[config.mk]
export PLATFORM = sky130hd
export DESIGN_NAME = bus_grant_arbiter
export DESIGN_NICKNAME = d
export VERILOG_FILES = /design/src/rtl/arb_pkg.sv /design/src/rtl/arb_lowest_pick.sv /design/src/rtl/arb_next_owner.sv /design/src/rtl/bus_grant_arbiter.sv
export SDC_FILE = /design/constraint.sdc
export NUM_CORES = 1
export LEC_CHECK = 0
export BUFFER_PORTS_ARGS = -buffer_cell sky130_fd_sc_hd__buf_4
export CORE_AREA = 2 2 39 41
export CTS_BUF_LIST = sky130_fd_sc_hd__clkbuf_2
export CTS_CLUSTER_DIAMETER = 30
export DETAILED_ROUTE_END_ITERATION = 12
export DIE_AREA = 0 0 41 43
export PLACE_DENSITY = 0.43
export REMOVE_ABC_BUFFERS = 1
export SYNTH_ARGS = -nofsm -noshare
export SYNTH_HDL_FRONTEND = slang
export SYNTH_SLANG_ARGS = --single-unit
export TNS_END_PERCENT = 20
[constraint.sdc]
create_clock -name clk -period 1.6 [get_ports clk]
set_clock_uncertainty 0.1 [all_clocks]
set_input_delay 0.16 -clock clk [delete_from_list [all_inputs] [get_ports clk]]
set_output_delay 0.16 -clock clk [all_outputs]
set_load 0.01 [all_outputs]
[src/rtl/arb_pkg.sv]
package arb_pkg;

    // Ownership policy applied by the next-grant logic.
    typedef enum logic {
        POL_HOLD    = 1'b0,
        POL_PREEMPT = 1'b1
    } policy_e;

    localparam int unsigned ARB_DEFAULT_PORTS = 4;

endpackage

[src/rtl/arb_lowest_pick.sv]
// Finds the lowest-indexed set bit of a request vector and returns it one-hot.
module arb_lowest_pick #(
    parameter int unsigned NUM_REQ = 4
) (
    input  logic [NUM_REQ-1:0] req_i,
    output logic [NUM_REQ-1:0] pick_o,
    output logic               any_o
);

    logic [NUM_REQ-1:0] seen_w;

    genvar gi;
    generate
        for (gi = 0; gi < NUM_REQ; gi++) begin : g_chain
            if (gi == 0) begin : g_first
                assign seen_w[gi] = req_i[gi];
                assign pick_o[gi] = req_i[gi];
            end else begin : g_rest
                assign seen_w[gi] = seen_w[gi-1] | req_i[gi];
                assign pick_o[gi] = req_i[gi] & ~seen_w[gi-1];
            end
        end
    endgenerate

    assign any_o = seen_w[NUM_REQ-1];

endmodule

[src/rtl/arb_next_owner.sv]
// Chooses the next grant from the current owner, the requests and the policy.
module arb_next_owner
    import arb_pkg::*;
#(
    parameter int unsigned NUM_REQ = 4
) (
    input  policy_e            policy_i,
    input  logic               busy_i,
    input  logic [NUM_REQ-1:0] grant_i,
    input  logic [NUM_REQ-1:0] req_i,
    input  logic [NUM_REQ-1:0] pick_i,
    input  logic               any_i,
    output logic [NUM_REQ-1:0] grant_o
);

    logic still_held_w;

    assign still_held_w = |(grant_i & req_i);

    always_comb begin
        grant_o = '0;
        unique case (policy_i)
            POL_HOLD: begin
                if (!busy_i) begin
                    grant_o = any_i ? pick_i : '0;
                end else if (still_held_w) begin
                    grant_o = grant_i;
                end else begin
                    grant_o = '0;
                end
            end
            POL_PREEMPT: begin
                grant_o = any_i ? pick_i : '0;
            end
            default: grant_o = '0;
        endcase
    end

endmodule

[src/rtl/bus_grant_arbiter.sv]
// Four-way (parameterised) priority bus arbiter with selectable policy.
module bus_grant_arbiter
    import arb_pkg::*;
#(
    parameter int unsigned NUM_REQ = ARB_DEFAULT_PORTS
) (
    input  logic               clk,
    input  logic               rst,
    input  logic               mode_i,
    input  logic [NUM_REQ-1:0] req_i,
    output logic [NUM_REQ-1:0] grant_o
);

    typedef struct packed {
        logic               busy;
        logic [NUM_REQ-1:0] grant;
    } arb_state_t;

    arb_state_t state_d, state_q;

    logic [NUM_REQ-1:0] pick_w;
    logic               any_w;
    logic [NUM_REQ-1:0] next_grant_w;
    policy_e            policy_w;

    assign policy_w = policy_e'(mode_i);

    arb_lowest_pick #(.NUM_REQ(NUM_REQ)) u_pick (
        .req_i  (req_i),
        .pick_o (pick_w),
        .any_o  (any_w)
    );

    arb_next_owner #(.NUM_REQ(NUM_REQ)) u_next (
        .policy_i (policy_w),
        .busy_i   (state_q.busy),
        .grant_i  (state_q.grant),
        .req_i    (req_i),
        .pick_i   (pick_w),
        .any_i    (any_w),
        .grant_o  (next_grant_w)
    );

    always_comb begin
        state_d       = state_q;
        state_d.grant = next_grant_w;
        state_d.busy  = |next_grant_w;
    end

    always_ff @(posedge clk) begin
        if (rst) begin
            state_q <= '0;
        end else begin
            state_q <= state_d;
        end
    end

    assign grant_o = state_q.grant;

endmodule

Word-level counts from Yosys, hierarchy flattened. Index checks and enable logic that the tools add are counted. W data, S select, Z words.

Flip-flop bits (word level): 5. Input port bits: 7. Logic and storage cells: 19.

Reduce and logical (&&, ||, !) cells: 2. Muxes and demuxes: 4. Bitwise logic cells: 11.

Operators by type and width (number): $mux W4 (3); $pmux W4 S2 (1); $reduce_or A4 Y1 (2); $and A4 B4 Y4 (1); $not A1 Y1 (4); $and A1 B1 Y1 (3); $or A1 B1 Y1 (3).

Logic depth before layout (Yosys ltp). Gate-level depths: netlist of run 1.

Depth after elaboration: 8. Depth in mapped cells: 3.

By module. From an unflattened synthesis of run 1, not the netlist that was laid out.

Cell total of the unflattened synthesis: 36. Area, all modules: 305.3 µm².

By module, submodules not included: bus_grant_arbiter (sequential area each 100.1 µm², area an instance 165.2 µm², cells each 15, times used 1); arb_next_owner (sequential area each 0.0 µm², area an instance 102.6 µm², cells each 16, times used 1); arb_lowest_pick (sequential area each 0.0 µm², area an instance 37.5 µm², cells each 5, times used 1).

Worst setup path after synthesis of run 1. No wires, ideal clock.

Path kind: register to register. Start point: register state_q (netlist bit grant_o[1]). End point: register state_q[4] in the netlist's numbering. Data required time: 1.370 ns. Slack: 0.275 ns. Stages on the path, launching flop included: 4. Library setup time: 0.130 ns. Arrival: 1.096 ns. Path through: dfxtp_1 or4b_1 a31oi_1 o211ai_1.

Cells in the longest elaborated chain, start to end: 6.

RTL lines: start: declaration (RTL line bus_grant_arbiter.sv:19) `arb_state_t state_d, state_q;`; start signal: assignment (RTL line bus_grant_arbiter.sv:54) `state_q <= state_d;`; $and A4 B4 Y4 (RTL line arb_next_owner.sv:18) `assign still_held_w = |(grant_i & req_i);`; $reduce_or A4 Y1 (RTL line arb_next_owner.sv:18); $mux W4 (*) (RTL line arb_next_owner.sv:26) `end else if (still_held_w) begin`; $mux W4 (*) (RTL line arb_next_owner.sv:24) `if (!busy_i) begin`; $pmux W4 S2 (*) (RTL line arb_next_owner.sv:22) `unique case (policy_i)`; $reduce_or A4 Y1 (*) (RTL line bus_grant_arbiter.sv:47) `state_d.busy = |next_grant_w;`.

Mark *: on every way between the ends. The rest lies on a longest branch, timed or not. A chain may end at the register's enable or synchronous reset.

Worst setup path after layout of run 1. Ends and elaborated chain as after synthesis.

==> impl_metrics.ini, run 1 <==
[status]
status = finished, final reports clean

[power_and_ir_drop]
p_per_area_nw_per_um2 = 755
p_leak_nw = 0.173
peakVddDrop_v = 0.000208

[clock_tree]
cts_setup_buffers = 0
cts_root_buf = clkbuf_2
clock_tree.buffer_depth = 2
path_clk_slew_ns = 0.06
htreeDepth = 1
cts_tree = built
clock_latency_ns = 0.21
cts_hold_buf = 0
post_cts_resized = 0
numCtsBuffers = 3
cts_sinks = 5

[finish]
fin_nets = 58
area_growth_pct = 37.2
antennaDiodeCount = 0
postLayoutCellArea_um2 = 424
multiInputGateArea_um2 = 198
seq_area_um2 = 100
drive_above_1_share_pct = 34.0
nFillCells = 166

[placement]
placed_area_um2 = 404
hpwlAfterDp_um = 615
pre_cts_ws_ns = 0.256
numPortBuffers = 10
gp_congestion = 0.728

[floorplan]
io_pins = 11
die_w_um = 41
core-area_um2 = 1380
die_area_um2 = 1760
die_h_um = 43
start_util_pct = 22.3
fp-row-count = 14

[global_routing]
grt_pass1_wl_um = 1300
antenna_found_initial = 0
grt_max_degree = 8
grt-ovfl-total = 0
first_global_vias = 304
gr-usage-all-layers_pct = 11.1

[sta]
hold_ws_ns = 0.0441
report.final.slew_viol_count = 0
max_freq_mhz = 735
post-route-period-util_pct = 85.0
setup_ws_ns = 0.240
hold_viol = 0
slew_headroom_pct = 69.1
final_period_minus_worst_setup_slack_ns = 1.36
tightest_slew_ns = 0.462
setup_viol = 0
rsz0062_at_grt = no
setup_tns_ns = 0

[yosys]
synth_ff_type = dfxtp_1
syn_inst = 36
yosysTopAreaCellShare_pct = 32.4
async_flop_share_pct = 0
synth_edf_count = 0
synthTopCellsByCount = dfxtp_1 (5), o211ai_1 (5), a21oi_1 (4), inv_1 (3), or4b_1 (3)
syn_avg_cell_area_um2 = 8.58
synth-seq-cells = 5
synth.area.top_cells = dfxtp_1 (32%), o211ai_1 (12%), or4b_1 (9.7%)
ys_seq_area_share_pct = 32.4
ys_types = 18
synthesis.area_um2 = 309
yosys.area.top_type = dfxtp_1
yosysWarnings = 0

[detailed_routing]
wl_per_cell_um = 12.2
dr.pass1.iters = 4
drtIter0Drc = 4
vias = 335
viasPerCell = 5.08
wirelength_um = 807
drc_errors = 0
postRouteAntennaNets = 0

[setup_path]
endpoint_kind = flop
cp_max_fo = 5
arrival_ns = 1.35
cp.required_ns = 1.59
cp-start-kind = flop
path_class = reg2reg

[hold_path]
hold_class = in2reg

[run]
drv_cap = 0
-- registers in the layout, summed over array words and instances (netlist names) --
signal	cells
grant_o	4
state_q	1
-- cell usage in the layout (no fill, tap or decap), drive strengths merged, types with 2 or more instances in the layout --
cell,netlist,final
buf,0,10
o211ai,5,5
dfxtp,5,5
a21oi,4,4
clkbuf,0,4
inv,3,3
or4b,3,3
nor2b,2,2
or2,2,2
nand4,2,2
a22o,2,2
-- stage by stage --
stage / util, % / std cells / total power, mW
floorplan: - / 36 / 0.172
global placement: 29.2 / 62 / 0.204
detailed placement: 29.2 / 62 / 0.205
CTS: 30.7 / 66 / 0.325
global route: 30.7 / 66 / 0.344
finish: 30.7 / 66 / 0.320
-- worst max-delay path, cell delays in order, from the launching register on --
cell and delay (ns):
dfxtp_1 0.34, or4b_1 0.50, a31oi_1 0.19, o211ai_1 0.11
-- path summary, 6_finish.rpt --
check | slack (ns) | from | depth (start not counted) | end
max reg2reg | 0.24 | grant_o[1]$_SDFF_PP0_ | 3 | state_q[4]$_SDFF_PP0_
min | 0.04 | rst | 2 | grant_o[1]$_SDFF_PP0_
min reg2reg | 0.43 | grant_o[3]$_SDFF_PP0_ | 2 | grant_o[3]$_SDFF_PP0_
max | 0.24 | grant_o[1]$_SDFF_PP0_ | 3 | state_q[4]$_SDFF_PP0_
-- final cells by class --
| class | instances | share of cell area, % |
|---|---|---|
| Clock buffer | 4 | 4.72 |
| Inverter | 3 | 2.65 |
| Multi-Input combinational cell | 28 | 46.6 |
| Sequential cell | 5 | 23.6 |
| Tap cell | 16 | 4.72 |
| Timing Repair Buffer | 10 | 17.7 |
-- report_power, final --
group / total [mW] / switching (mW) / internal, mW
Sequential: 0.139 / 0.00739 / 0.132
Combinational: 0.0630 / 0.0311 / 0.0319
Clock: 0.118 / 0.0516 / 0.0662
-- layer usage --
| layer | track usage (%) | part of all wire [%] | up-vias |
|---|---|---|---|
| met5 | 0 | 0 | - |
| met4 | 8.00 | 0 | 0 |
| met3 | 3.14 | 4.8 | 0 |
| met2 | 14.1 | 46 | 8 |
| met1 | 15.4 | 49 | 152 |
| li1 | - | - | 175 |
-- cell families (layout without fill, tap and decap cells) --
| kind of cell | count (synthesis) | count (layout) | share of synthesized area (%) |
|---|---|---|---|
| flip-flops | 5 | 5 | 32.4 |
| AO/OA/AOI/OAI | 15 | 15 | 34.8 |
| AND/OR/NAND/NOR | 13 | 13 | 29.1 |
| buffers and inverters | 3 | 17 | 3.64 |
Power figures use the tool's default switching activity.
==> run 2, diff against run 1 <==
--- a/config.mk
+++ b/config.mk
@@ -11,7 +11,7 @@
 export CTS_CLUSTER_DIAMETER = 30
 export DETAILED_ROUTE_END_ITERATION = 12
 export DIE_AREA = 0 0 41 43
-export PLACE_DENSITY = 0.43
+export PLACE_DENSITY = 0.45
 export REMOVE_ABC_BUFFERS = 1
 export SYNTH_ARGS = -nofsm -noshare
 export SYNTH_HDL_FRONTEND = slang
==> constraint.sdc (replaced) <==
create_clock -name clk -period 1.1 [get_ports clk]
set_clock_uncertainty 0.1 [all_clocks]
set_input_delay 0.11 -clock clk [delete_from_list [all_inputs] [get_ports clk]]
set_output_delay 0.11 -clock clk [all_outputs]
set_load 0.01 [all_outputs]
==> run 2 against run 1 <==
Effect of this change:
- critical path type unchanged
- maximum frequency up 2.1%
- register-to-register slack lost 0.47 ns
- via count increased by 10%
- first-iteration DRC count grew to 2.8 times the previous value
- design area increased by 17%
- sequential power grew 44%
- sequential share of layout area decreased by 3.1 points
- critical path depth stayed put
- the flow now finishes with violations (negative setup slack)
- global-route usage rose by 0.85 points
- die area did not move
- count of clock-buffer cells in the layout stayed put
==> impl_metrics.ini, run 2 (synthesized netlist as in run 1, its figures left out) <==
[placement]
numPortBuffers = 10
placed_area_um2 = 464
gp_congestion = 0.703
hpwlAfterDp_um = 628

[setup_path]
reg2reg_depth = 3
path_class = reg2reg
arrival_ns = 1.33
r2r-start = grant_o[0]$_SDFF_PP0_
slowest_delay_ns = 0.50
cp-start-kind = flop
endpoint_kind = flop
crit_path_cell_trace = or4b_1 -> a31oi_1 -> o211ai_1
reg2reg_slack_ns = -0.23
cp.required_ns = 1.10
cp_slowest_cell = or4b_1
worst_r2r_endpoint = state_q[4]$_SDFF_PP0_
cp_max_fo = 4
startpoint = grant_o[0]$_SDFF_PP0_

[clock_tree]
path_clk_slew_ns = 0.06
clock_tree.buffer_depth = 2
numCtsBuffers = 3
htreeDepth = 1
cts_setup_buffers = 0
cts_root_buf = clkbuf_2
cts_sinks = 5
clock_latency_ns = 0.22
cts_tree = built
cts_hold_buf = 0

[finish]
area_growth_pct = 60.3
largest_reg_flops = 4
nFillCells = 147
drive_above_1_share_pct = 46.6
fin_nets = 66
layout_commonest_cell = buf_4
mostFrequentLayoutCells = buf_4 (18), o211ai_1 (5), a21oi_1 (4), clkbuf_2 (4), dfxtp_1 (4)
seq_area_um2 = 101
antennaDiodeCount = 0
multiInputGateArea_um2 = 208
postLayoutCellArea_um2 = 495

[sta]
setup_viol = 5
rsz0062_at_grt = yes
setup_ws_ns = -0.231
hold_ws_ns = 0.0628
max_freq_mhz = 751
report.final.slew_viol_count = 0
post-route-period-util_pct = 121
tightest_slew_ns = 0.279
final_period_minus_worst_setup_slack_ns = 1.33
hold_viol = 0
slew_headroom_pct = 81.3

[detailed_routing]
drtIter0Drc = 11
dr.pass1.iters = 4
vias = 370
wirelength_um = 870
postRouteAntennaNets = 0
drc_errors = 0
viasPerCell = 5.00
wl_per_cell_um = 11.8

[global_routing]
grt-ovfl-total = 0
grt_pass1_wl_um = 1360
first_global_vias = 329
grt_max_degree = 8
antenna_found_initial = 0
gr-usage-all-layers_pct = 12.0

[power_and_ir_drop]
p_leak_nw = 0.220
peakVddDrop_v = 0.000367
power_uw = 497
p_per_area_nw_per_um2 = 1000

[status]
status = complete, but fails checks
violations = negative setup slack

[floorplan]
io_pins = 11
core-area_um2 = 1380
start_util_pct = 22.3
die_w_um = 41
die_h_um = 43
die_area_um2 = 1760
fp-row-count = 14

[hold_path]
whs_path_depth = 3
worstHoldStart = rst
min_to = grant_o[0]$_SDFF_PP0_
hold_class = in2reg

[run]
drv_cap = 0
[run 2: cell count changes in the layout (fill, tap and decap cells not counted), sizes merged]
cell,delta
buf,+8
[run 2: layer usage]
| layer | global-route usage (%) | wire [um] |
|---|---|---|
| met1 | 14.6 | 366 |
| met2 | 15.0 | 431 |
| met3 | 4.71 | 58 |
| met4 | 11.3 | 14 |
| met5 | 0 | 0 |
[run 2: cell type report]
cell class / count / share of cell area, %
clock buffers: 4 / 4.04
repair buffers: 18 / 27.3
multi-input cells: 28 / 41.9
inverters: 3 / 2.27
flip-flops and latches: 5 / 20.5
well taps: 16 / 4.04
[run 2: through the flow]
stage / utilization [%] / worst slack [ns] / cells / TNS [ns]
2_1_floorplan: - / -0.225 / 36 / -0.225
3_3_place_gp: 33.5 / -0.232 / 70 / -0.914
3_5_place_dp: 33.5 / -0.233 / 70 / -0.741
4_1_cts: 35.8 / -0.226 / 74 / -0.601
5_1_grt: 35.8 / -0.287 / 74 / -0.882
6_report: 35.8 / -0.231 / 74 / -0.619
[run 2: report_power, final]
part	internal (mW)	switching, mW
Clock	0.0963	0.0804
Combinational	0.0660	0.0542
Sequential	0.192	0.00775
[run 2: worst max path at each step]
stage / slack [ns] / end / depth (start not counted)
5_1_grt: -0.29 / state_q[4]$_SDFF_PP0_ / 3
3_5_place_dp: -0.23 / state_q[4]$_SDFF_PP0_ / 3
2_1_floorplan: -0.23 / state_q[4]$_SDFF_PP0_ / 3
3_3_place_gp: -0.23 / state_q[4]$_SDFF_PP0_ / 3
6_report: -0.23 / state_q[4]$_SDFF_PP0_ / 3
4_1_cts: -0.23 / state_q[4]$_SDFF_PP0_ / 3
[run 2: critical path, delay by kind of cell (launching register included)]
family / cells / cell delay (ns)
AND/OR/NAND/NOR: 1 / 0.50
flip-flops: 1 / 0.33
AO/OA/AOI/OAI: 2 / 0.28
[run 2: timing repair]
item | CTS | global route
endpoints found under the setup margin | 5 | 5
pin swaps | 3 | 0
cloned | 0 | 0
resized for setup | 4 | 0
==> run 3, diff against run 2 <==
--- a/config.mk
+++ b/config.mk
@@ -11,7 +11,7 @@
 export CTS_CLUSTER_DIAMETER = 30
 export DETAILED_ROUTE_END_ITERATION = 12
 export DIE_AREA = 0 0 41 43
-export PLACE_DENSITY = 0.45
+export PLACE_DENSITY = 0.55
 export REMOVE_ABC_BUFFERS = 1
 export SYNTH_ARGS = -nofsm -noshare
 export SYNTH_HDL_FRONTEND = slang
==> run 3 against run 2 <==
Effect of this change:
- the flow still finishes with violations (negative setup slack)
- largest power group unchanged
- sequential cell count is the same
- register-to-register slack gained 0.05 ns
- worst hold slack gained 0.0057 ns
==> impl_metrics.ini, run 3 (synthesized netlist as in run 1, its figures left out) <==
[detailed_routing]
viasPerCell = 5.09
wl_per_cell_um = 12.3
dr.pass1.iters = 4
vias = 392
postRouteAntennaNets = 0
wirelength_um = 948
drtIter0Drc = 9
drc_errors = 0

[floorplan]
fp-row-count = 14
die_h_um = 43
core-area_um2 = 1380
die_w_um = 41
io_pins = 11
start_util_pct = 22.3
die_area_um2 = 1760

[global_routing]
antenna_found_initial = 0
grt_use_met2_pct = 20.9
grt.met3_usage_pct = 6.28
grt_max_degree = 7
top_usage_layer = met2
use_met1_pct = 17.6
grt_pass1_wl_um = 1730
first_global_vias = 411
gr-usage-all-layers_pct = 14.9
grt-ovfl-total = 0

[placement]
numPortBuffers = 10
gp_congestion = 0.735
pre_cts_ws_ns = -0.221
hpwlAfterDp_um = 715
placed_area_um2 = 487

[sta]
post-route-period-util_pct = 117
hold_ws_ns = 0.0684
max_freq_mhz = 779
rsz0062_at_grt = yes
final_period_minus_worst_setup_slack_ns = 1.28
report.final.slew_viol_count = 0
setup_viol = 6
hold_viol = 0
setup_ws_ns = -0.183
tightest_slew_ns = 0.254
slew_headroom_pct = 82.8

[setup_path]
crit_path_cell_trace = or4b_1 -> a31oi_1 -> o211ai_1
cp_max_fo = 3
path_class = reg2reg
cp.required_ns = 1.11
cp-start-kind = flop
arrival_ns = 1.29
slowest_delay_ns = 0.49
endpoint_kind = flop
cp_slowest_cell = or4b_1

[finish]
drive_above_1_share_pct = 50.8
fin_nets = 69
antennaDiodeCount = 0
area_growth_pct = 69.2
postLayoutCellArea_um2 = 523
mostFrequentLayoutCells = buf_4 (20), o211ai_1 (5), a21oi_1 (4), clkbuf_2 (4)
largest_reg_flops = 4
layout_commonest_cell = buf_4

[run]
drv_cap = 0

[clock_tree]
path_clk_slew_ns = 0.07
htreeDepth = 1
cts_setup_buffers = 0
cts_tree = built
clock_tree.buffer_depth = 2
numCtsBuffers = 3
cts_root_buf = clkbuf_2
cts_sinks = 5
clock_latency_ns = 0.23

[power_and_ir_drop]
power_uw = 515
peakVddDrop_v = 0.000360
p_leak_nw = 0.236
p_per_area_nw_per_um2 = 985

[status]
violations = negative setup slack
status = complete, but fails checks

[hold_path]
hold_class = in2reg
## run 3: final timing paths
kind | cells after the start | to | start | slack, ns
max | 3 | state_q[4]$_SDFF_PP0_ | grant_o[0]$_SDFF_PP0_ | -0.18
min | 3 | grant_o[2]$_SDFF_PP0_ | rst | 0.07
max reg2reg | 3 | state_q[4]$_SDFF_PP0_ | grant_o[0]$_SDFF_PP0_ | -0.18
min reg2reg | 3 | grant_o[2]$_SDFF_PP0_ | grant_o[2]$_SDFF_PP0_ | 0.54
## run 3: routing by layer
metal  up-vias  routed length, um
met5         -                  0
met4         0                  8
met3         2                 57
met2         9                472
met1       184                410
li1        197                  -
## run 3: timing repair
action	4_1_cts	5_1_grt
pin swaps	3	1
hold buffers	0	0
setup endpoints to repair	6	6
gates resized for setup	5	1
## run 3: final cells by class
cell class / instances / area, um^2
flip-flops and latches: 5 / 103
well taps: 16 / 20.0
clock buffers: 4 / 20.0
multi-input cells: 28 / 208
inverters: 3 / 11.3
fillers: 146 / 861
repair buffers: 21 / 161
## run 3: power breakdown
group / switching, mW / internal (mW) / total [mW] / leakage (nW)
clock network: 0.0854 / 0.0965 / 0.182 / 0.0166
logic: 0.0565 / 0.0752 / 0.132 / 0.178
registers: 0.00864 / 0.193 / 0.202 / 0.0416
## run 3: critical path, delay by kind of cell, from the launching register on
kind	cells	cell delay, ns
AND/OR/NAND/NOR	1	0.49
flip-flops	1	0.32
AO/OA/AOI/OAI	2	0.26
## run 3: metrics by stage
| step | util, % | instances | TNS [ns] |
|---|---|---|---|
| after global placement | 35.2 | 73 | -0.545 |
| after global routing | 37.8 | 77 | -0.839 |
| final | 37.8 | 77 | -0.483 |
| after detailed placement | 35.2 | 73 | -0.618 |
| after CTS | 37.6 | 77 | -0.514 |
| after floorplan | - | 36 | -0.225 |
